**src/rtl/tlb_regif_pkg.sv**
```systemverilog
package tlb_regif_pkg;
   localparam logic [2:0] REG_DATA   = 3'd0;
   localparam logic [2:0] REG_TAG    = 3'd1;
   localparam logic [2:0] REG_PID    = 3'd2;
   localparam logic [2:0] REG_ZONE   = 3'd3;
   localparam logic [2:0] REG_INDEX  = 3'd4;
   localparam logic [2:0] REG_SEARCH = 3'd5;

   localparam logic [1:0] LVL_NONE   = 2'd0;

   localparam int TAG_VALID_BIT = 6;
   localparam int TAG_SIZE_LSB  = 7;
   localparam int DATA_ZONE_LSB = 4;
   localparam logic [31:0] PAGE_ADDR_MASK = 32'hFFFF_FC00;
   localparam logic [31:0] MISS_FLAG      = 32'h8000_0000;

   // keep-mask of address bits that must agree for a page of size code f
   function automatic logic [31:0] page_keep_mask(input logic [2:0] f);
      logic [31:0] span;
      span = 32'd1024 << {f, 1'b0};
      return ~(span - 32'd1);
   endfunction
endpackage

```
**src/rtl/tlb_match_cell.sv**
```systemverilog
module tlb_match_cell
   import tlb_regif_pkg::*;
#(
   parameter int TID_W     = 8,
   parameter int NUM_ZONES = 16
) (
   input  logic [31:0]      tag,
   input  logic [3:0]       zsel,
   input  logic [TID_W-1:0] tid,
   input  logic [TID_W-1:0] pid,
   input  logic [31:0]      zone_reg,
   input  logic             user,
   input  logic [31:0]      va,
   output logic             hit
);
   logic [4:0]  shamt;
   logic [1:0]  zcode;
   logic        zone_live;
   logic        blocked;
   logic        page_eq;
   logic        tid_ok;

   always_comb begin
      shamt     = 5'd30 - {zsel, 1'b0};
      zcode     = 2'((zone_reg >> shamt) & 32'h3);
      zone_live = (32'(zsel) < 32'(NUM_ZONES));
      blocked   = user && zone_live && (zcode == 2'b00);
      page_eq   = (((va ^ tag) & page_keep_mask(tag[TAG_SIZE_LSB +: 3])) == 32'd0);
      tid_ok    = (tid == '0) || (tid == pid);
      hit       = tag[TAG_VALID_BIT] && page_eq && tid_ok && !blocked;
   end
endmodule

```
**src/rtl/tlb_prio_pick.sv**
```systemverilog
module tlb_prio_pick #(
   parameter int N  = 16,
   parameter int IW = 4
) (
   input  logic [N-1:0]  req,
   output logic          found,
   output logic [IW-1:0] idx
);
   always_comb begin
      found = 1'b0;
      idx   = '0;
      for (int i = N - 1; i >= 0; i--) begin
         if (req[i]) begin
            found = 1'b1;
            idx   = IW'(i);
         end
      end
   end
endmodule

```
**src/rtl/tlb_entry_store.sv**
```systemverilog
module tlb_entry_store
   import tlb_regif_pkg::*;
#(
   parameter int N         = 16,
   parameter int IW        = 4,
   parameter int TID_W     = 8,
   parameter int NUM_ZONES = 16
) (
   input  logic             clk,
   input  logic             rst_n,
   input  logic [IW-1:0]    sel,
   input  logic             wr_tag,
   input  logic             wr_dlo,
   input  logic             wr_dhi,
   input  logic [31:0]      wdata,
   input  logic [TID_W-1:0] wtid,
   output logic [31:0]      rd_tag,
   output logic [31:0]      rd_dlo,
   output logic [31:0]      rd_dhi,
   output logic [TID_W-1:0] rd_tid,
   input  logic [31:0]      lk_va,
   input  logic [TID_W-1:0] lk_pid,
   input  logic [31:0]      lk_zone,
   input  logic             lk_user,
   output logic [N-1:0]     lk_hits
);
   logic [31:0]      tag_q [N];
   logic [31:0]      dlo_q [N];
   logic [31:0]      dhi_q [N];
   logic [TID_W-1:0] tid_q [N];

   always_ff @(posedge clk or negedge rst_n) begin
      if (!rst_n) begin
         for (int i = 0; i < N; i++) begin
            tag_q[i] <= '0;
            dlo_q[i] <= '0;
            dhi_q[i] <= '0;
            tid_q[i] <= '0;
         end
      end else begin
         for (int i = 0; i < N; i++) begin
            if (sel == IW'(i)) begin
               if (wr_tag) begin
                  tag_q[i] <= wdata;
                  tid_q[i] <= wtid;
               end
               if (wr_dlo) dlo_q[i] <= wdata;
               if (wr_dhi) dhi_q[i] <= wdata;
            end
         end
      end
   end

   always_comb begin
      rd_tag = '0;
      rd_dlo = '0;
      rd_dhi = '0;
      rd_tid = '0;
      for (int i = 0; i < N; i++) begin
         if (sel == IW'(i)) begin
            rd_tag = tag_q[i];
            rd_dlo = dlo_q[i];
            rd_dhi = dhi_q[i];
            rd_tid = tid_q[i];
         end
      end
   end

   for (genvar g = 0; g < N; g++) begin : g_cell
      tlb_match_cell #(
         .TID_W     (TID_W),
         .NUM_ZONES (NUM_ZONES)
      ) u_cell (
         .tag      (tag_q[g]),
         .zsel     (dlo_q[g][DATA_ZONE_LSB +: 4]),
         .tid      (tid_q[g]),
         .pid      (lk_pid),
         .zone_reg (lk_zone),
         .user     (lk_user),
         .va       (lk_va),
         .hit      (lk_hits[g])
      );
   end
endmodule

```
**src/rtl/tlb_regif.sv**
```systemverilog
module tlb_regif
   import tlb_regif_pkg::*;
#(
   parameter int NUM_ENTRIES = 16,
   parameter int NUM_ZONES   = 16,
   parameter int TID_W       = 8
) (
   input  logic        clk,
   input  logic        rst_n,
   input  logic [1:0]  cfg_level,
   input  logic        user_mode,
   input  logic        bus_en,
   input  logic        bus_we,
   input  logic        bus_ext,
   input  logic [2:0]  bus_reg,
   input  logic [31:0] bus_wdata,
   output logic [31:0] bus_rdata,
   output logic        search_busy
);
   localparam int IW = $clog2(NUM_ENTRIES);

   if (NUM_ENTRIES < 2 || NUM_ENTRIES > 256) begin : g_bad_entries
      $error("NUM_ENTRIES must lie in 2..256");
   end
   if (NUM_ZONES < 1 || NUM_ZONES > 16) begin : g_bad_zones
      $error("NUM_ZONES must lie in 1..16");
   end
   if (TID_W < 1 || TID_W > 8) begin : g_bad_tid
      $error("TID_W must lie in 1..8");
   end

   logic [31:0]      index_q;
   logic [TID_W-1:0] pid_q;
   logic [31:0]      zone_q;
   logic             busy_q;
   logic [31:0]      va_q;

   logic [7:0]       ent_sel;
   logic             in_range;
   logic             lvl_full;
   logic             legal, do_rd, do_wr;
   logic             wr_tag, wr_dlo, wr_dhi, rd_tag_ev, srch_go;
   logic [31:0]      rd_tag, rd_dlo, rd_dhi;
   logic [TID_W-1:0] rd_tid;
   logic [NUM_ENTRIES-1:0] lk_hits;
   logic             pick_found;
   logic [IW-1:0]    pick_idx;

   always_comb begin
      ent_sel   = index_q[7:0];
      in_range  = (32'(ent_sel) < 32'(NUM_ENTRIES));
      lvl_full  = cfg_level[1];
      legal     = bus_en && (cfg_level != LVL_NONE) && (!bus_ext || bus_reg == REG_DATA);
      do_rd     = legal && !bus_we;
      do_wr     = legal && bus_we;
      wr_tag    = do_wr && in_range && (bus_reg == REG_TAG);
      wr_dlo    = do_wr && in_range && (bus_reg == REG_DATA) && !bus_ext;
      wr_dhi    = do_wr && in_range && (bus_reg == REG_DATA) && bus_ext;
      rd_tag_ev = do_rd && in_range && (bus_reg == REG_TAG);
      srch_go   = do_wr && lvl_full && (bus_reg == REG_SEARCH) && !busy_q;
   end

   tlb_entry_store #(
      .N         (NUM_ENTRIES),
      .IW        (IW),
      .TID_W     (TID_W),
      .NUM_ZONES (NUM_ZONES)
   ) u_store (
      .clk     (clk),
      .rst_n   (rst_n),
      .sel     (ent_sel[IW-1:0]),
      .wr_tag  (wr_tag),
      .wr_dlo  (wr_dlo),
      .wr_dhi  (wr_dhi),
      .wdata   (bus_wdata),
      .wtid    (pid_q),
      .rd_tag  (rd_tag),
      .rd_dlo  (rd_dlo),
      .rd_dhi  (rd_dhi),
      .rd_tid  (rd_tid),
      .lk_va   (va_q),
      .lk_pid  (pid_q),
      .lk_zone (zone_q),
      .lk_user (user_mode),
      .lk_hits (lk_hits)
   );

   tlb_prio_pick #(
      .N  (NUM_ENTRIES),
      .IW (IW)
   ) u_pick (
      .req   (lk_hits),
      .found (pick_found),
      .idx   (pick_idx)
   );

   always_ff @(posedge clk or negedge rst_n) begin
      if (!rst_n) begin
         index_q <= '0;
         pid_q   <= '0;
         zone_q  <= '0;
         busy_q  <= 1'b0;
         va_q    <= '0;
      end else begin
         busy_q <= srch_go;
         if (srch_go) va_q <= bus_wdata & PAGE_ADDR_MASK;

         if (busy_q) begin
            index_q <= pick_found ? 32'(pick_idx) : (index_q | MISS_FLAG);
         end else if (do_wr && bus_reg == REG_INDEX) begin
            index_q[30:0] <= bus_wdata[30:0];
         end

         if (do_wr && lvl_full && bus_reg == REG_PID) begin
            pid_q <= bus_wdata[TID_W-1:0];
         end else if (rd_tag_ev) begin
            pid_q <= rd_tid;
         end

         if (do_wr && lvl_full && bus_reg == REG_ZONE) zone_q <= bus_wdata;
      end
   end

   always_comb begin
      bus_rdata = '0;
      if (do_rd) begin
         case (bus_reg)
            REG_DATA:  if (in_range) bus_rdata = bus_ext ? rd_dhi : rd_dlo;
            REG_TAG:   if (in_range) bus_rdata = rd_tag;
            REG_PID:   bus_rdata = 32'(pid_q);
            REG_ZONE:  bus_rdata = zone_q;
            REG_INDEX: bus_rdata = index_q;
            default:   bus_rdata = '0;
         endcase
      end
   end

   assign search_busy = busy_q;
endmodule

```
**config.mk**
```make
export PLATFORM = sky130hd
export DESIGN_NAME = tlb_regif
export DESIGN_NICKNAME = d
export VERILOG_FILES = /design/src/rtl/tlb_regif_pkg.sv /design/src/rtl/tlb_match_cell.sv /design/src/rtl/tlb_prio_pick.sv /design/src/rtl/tlb_entry_store.sv /design/src/rtl/tlb_regif.sv
export SDC_FILE = /design/constraint.sdc
export NUM_CORES = 2
export LEC_CHECK = 0
export CAP_MARGIN = 20
export CORE_ASPECT_RATIO = 1.75
export CORE_MARGIN = 1.5
export CORE_UTILIZATION = 55
export DETAILED_ROUTE_END_ITERATION = 10
export PLACE_DENSITY = 0.71
export REMOVE_ABC_BUFFERS = 1
export SYNTH_ARGS = -nofsm -noshare
export SYNTH_HDL_FRONTEND = slang
export SYNTH_SLANG_ARGS = --single-unit
```
**constraint.sdc**
```tcl
create_clock -name clk -period 3.2 [get_ports clk]
set_input_delay 0.32 -clock clk [delete_from_list [all_inputs] [get_ports clk]]
set_output_delay 0.32 -clock clk [all_outputs]
set_load 0.005 [all_outputs]
```
==> metrics.md <==
| Metric | Value |
|---|---|
| Final nets | `approximately 8500` |
| Yosys warnings | `0` |
| Clock tree from TritonCTS | `done` |
| Prevailing post-synth register cell | `dfrtp_1` |
| Vias in the first global route | `about 78000` |
| Clock root buffer | `clkbuf_16` |
| Vias/cell | `7.17` |
| Drt pass-1 iters | `10` |
| Sequential area share after synthesis | `49.4%` |
| Clock Path Buffers | `4` |
| Setup violators final | `78` |
| Starting Density | `55.3%` |
| Most numerous cell in the Yosys netlist | `dfrtp_1` |
| Antenna-violating nets left | `0` |
| Crit. End Element | `output port` |
| Fin crit share | `149%` |
| Sw Ratio | `34.5%` |
| Routability cong. | `1.09` |
| Syn Area/Cell | `12.2 um^2` |
| CP Class | `flip-flop to output port` |
| Combinational family with the most area after synthesis | `multiplexers` |
| Number of DRC markers in iteration 0 | `10500` |
| Slew Limit Headroom | `~17%` |
| PnR worst setup slack | `-1.56 ns` |
| Slew @ Worst Pin | `approximately 1.3 ns` |
| Post-Syn Area | `a little under 0.09 mm^2` |
| Synth cell types | `93` |
| XOR/XNOR share of the synthesized area | `4.72%` |
| Min Tclk post-route | `4.76 ns` |
| # DRC | `0` |
| Fmax | `0.210 GHz` |
| Clock power frac | `31.7%` |
| Critical Path AT | `4.44 ns` |
| Sequential power share | `36.0%` |
| Switching power | `0.0226 W` |
| FP Rows | `195` |
| GR Overflow Total | `0` |
| Final Hold Violating Endpoints | `0` |
| Asr flop ratio synth | `100%` |
| Power per Cell Area | `between 500 and 600 mW/mm^2` |
| Clk_skew | `0.0572 ns` |
| First-pass GRT wire length | `604000 um` |
| Setup Total Neg Slack | `-46.86 ns` |
| Crit path required time | `2.88 ns` |
| Gr usage total | `about 53%` |
| VDD IR max | `0.000505 V` |
| Post-Synthesis Cells | `7313` |
| Complex-gate fraction of the synthesized area | `9.82%` |
| Die area | `0.164 mm^2` |
| Routed wire per std cell | `41.1 um` |
| Share of post-route cells with drive strength above 1 | `50.7%` |
| Die extent in x | `307 um` |
| Post-Synth Adder-Cell Area | `less than 1%` |
| Largest net degree at the start of global routing | `112` |
| Outcome | `finished, violations left` |
| Post-synth EDFFs | `0` |
| Final Util | `71.6%` |
| Crit-path max FO | `8` |
| Clock transition at the registers of the reported paths | `0.06 ns` |
| Layout area overhead | `29.4%` |
| Post-synth top area cell | `dfrtp_1` |
| Multiplexer area fraction after synthesis | `26.6%` |
| Core area | `0.161 mm^2` |
| Critical path startpoint category | `flip-flop` |
| Simple-gate area share of the yosys netlist | `5.83%` |
| Top post-synthesis cells by count | `1759 x dfrtp_1, 1675 x mux2_2, 392 x clkbuf_1, 357 x nand2_1, 348 x xnor2_1` |
| Post-Route WL | `~440000 um` |
| DP Cell Count | `10100` |
| Finished Layout Cells | `10600` |
| Top cell type's share of synthesized area | `49.4%` |
| Clock Latency Late Sink | `0.88 ns` |
| Clk sinks | `1759` |
| Via Count | `76300` |
| Place WS | `-1.54 ns` |
| Static leakage | `around 54 nW` |
| CTS Buf Count | `174` |
| Boundary Pins | `76` |
| DP Wirelength | `305000 um` |
| Top post-synthesis cells by area | `dfrtp_1 49%, mux2_2 21%, mux4_2 3.4%` |
| Worst min path class | `input port to async pin` |
| Initial antenna violation count | `27` |
| RSZ-0062 raised after global routing | `true` |
| Pint | `0.0429 W` |
| Buffers on Ports | `75` |
| Slew Viols, Final | `0` |
| H-tree levels | `4` |
| Max-Cap Viols | `0` |
| Failing checks | `setup timing` |
| Synth Register Bits | `1759` |
| Part of the power in combinational logic | `32.3%` |
| Vertical die dimension | `535 um` |
-- area by class of cell --
| type | count | area, um^2 |
|---|---|---|
| Tap cell | 2068 | 2590 |
| Antenna cell | 18 | 45.0 |
| Sequential cell | 1759 | 44000 |
| Fill cell | 11100 | 45800 |
| Inverter | 17 | 68.8 |
| Clock inverter | 46 | 449 |
| Timing Repair Buffer | 1658 | 16900 |
| Clock buffer | 248 | 5070 |
| Multi-Input combinational cell | 4830 | 46000 |
-- cell usage in the layout, fill, tap and decap left out, types with 51 or more instances in the layout --
master	n
nand4_1	85
dfrtp_1	1744
a21oi_2	62
nor3_1	51
xnor2_1	322
nand2_1	309
nor2_4	63
o21ai_1	55
nor4_1	62
xor2_1	126
mux2_1	70
a22oi_1	145
buf_12	285
o21ai_0	155
mux2i_1	84
a222oi_1	66
buf_4	1134
mux4_2	136
nor2_1	183
buf_6	131
mux2_2	1675
clkbuf_16	179
a21oi_1	211
nand3_1	62
-- registers in the layout, indices dropped and copies added (netlist names) --
register       cells
u_store.tag_q    512
va_q              22
u_store.dhi_q    512
u_store.tid_q    128
zone_q            32
pid_q              8
u_store.dlo_q    512
index_q           32
search_busy        1
-- worst paths after layout --
| path | depth (start not counted) | from | slack [ns] | to |
|---|---|---|---|---|
| worst max-delay path | 12 | index_q[0] | -1.56 | bus_rdata[30] |
| worst min-delay path | 2 | rst_n | 0.07 | va_q[10] |
| worst max register to register | 15 | va_q[23] | -0.34 | index_q[1] |
| worst min register to register | 1 | u_store.dlo_q[139] | 0.50 | u_store.dlo_q[139] |
| max in group asynchronous | 3 | rst_n | 1.74 | va_q[30] |
| min in group clk | 2 | bus_wdata[6] | 0.07 | u_store.dhi_q[486] |
-- metrics by stage --
step	hold slack, ns	power [W]	area [um^2]
2_1_floorplan	0.0244	0.0299	86000
3_3_place_gp	0.328	0.0406	103000
3_5_place_dp	0.330	0.0407	103000
4_1_cts	0.0493	0.0635	114000
5_1_grt	0.0725	0.0663	115000
6_report	0.0666	0.0655	115000
-- cells by family after synthesis --
| logic type | after synthesis |
|---|---|
| multiplexers | 1982 |
| flip-flops | 1759 |
| AO/OA/AOI/OAI | 1281 |
| AND/OR/NAND/NOR | 1085 |
| buffers and inverters | 724 |
| XOR/XNOR | 480 |
| adder cells (fa/ha/maj) | 2 |
-- metal layers --
| metal | wire [um] | track usage, % | up-vias |
|---|---|---|---|
| li1 | - | - | 29200 |
| met1 | 137000 | 55.9 | 38800 |
| met2 | 194000 | 80.4 | 5733 |
| met3 | 46500 | 16.9 | 2492 |
| met4 | 60300 | 57.3 | 14 |
| met5 | 290 | 1.50 | - |
-- power groups by stage --
| stage | registers, W | clock network (W) | logic (W) |
|---|---|---|---|
| final | 0.0235 | 0.0208 | 0.0212 |
| after floorplan | 0.0245 | 0 | 0.00546 |
| after global placement | 0.0239 | 0 | 0.0167 |
| after CTS | 0.0235 | 0.0207 | 0.0192 |
| after detailed placement | 0.0239 | 0 | 0.0167 |
| after global routing | 0.0236 | 0.0215 | 0.0212 |
-- critical path, stage by stage (launching register included) --
cell	delay [ns]
dfrtp_4	0.45
buf_12	0.16
nand2b_4	0.20
nor2_4	0.08
buf_6	0.13
buf_12	0.16
buf_12	0.17
buf_6	0.14
a221oi_4	0.28
nand4_1	0.24
a222oi_1	0.99
o22ai_1	0.31
buf_2	0.21
-- timing repair --
item                                    in CTS  in global routing
endpoints found under the setup margin     142                 69
pin swaps                                  344                226
hold buffers                                 4                  2
buffers inserted                           168                 60
hold endpoints to repair                   137                 16
resized for setup                          916                257
cloned                                       8                  0
(Power assumes the default switching activity.)
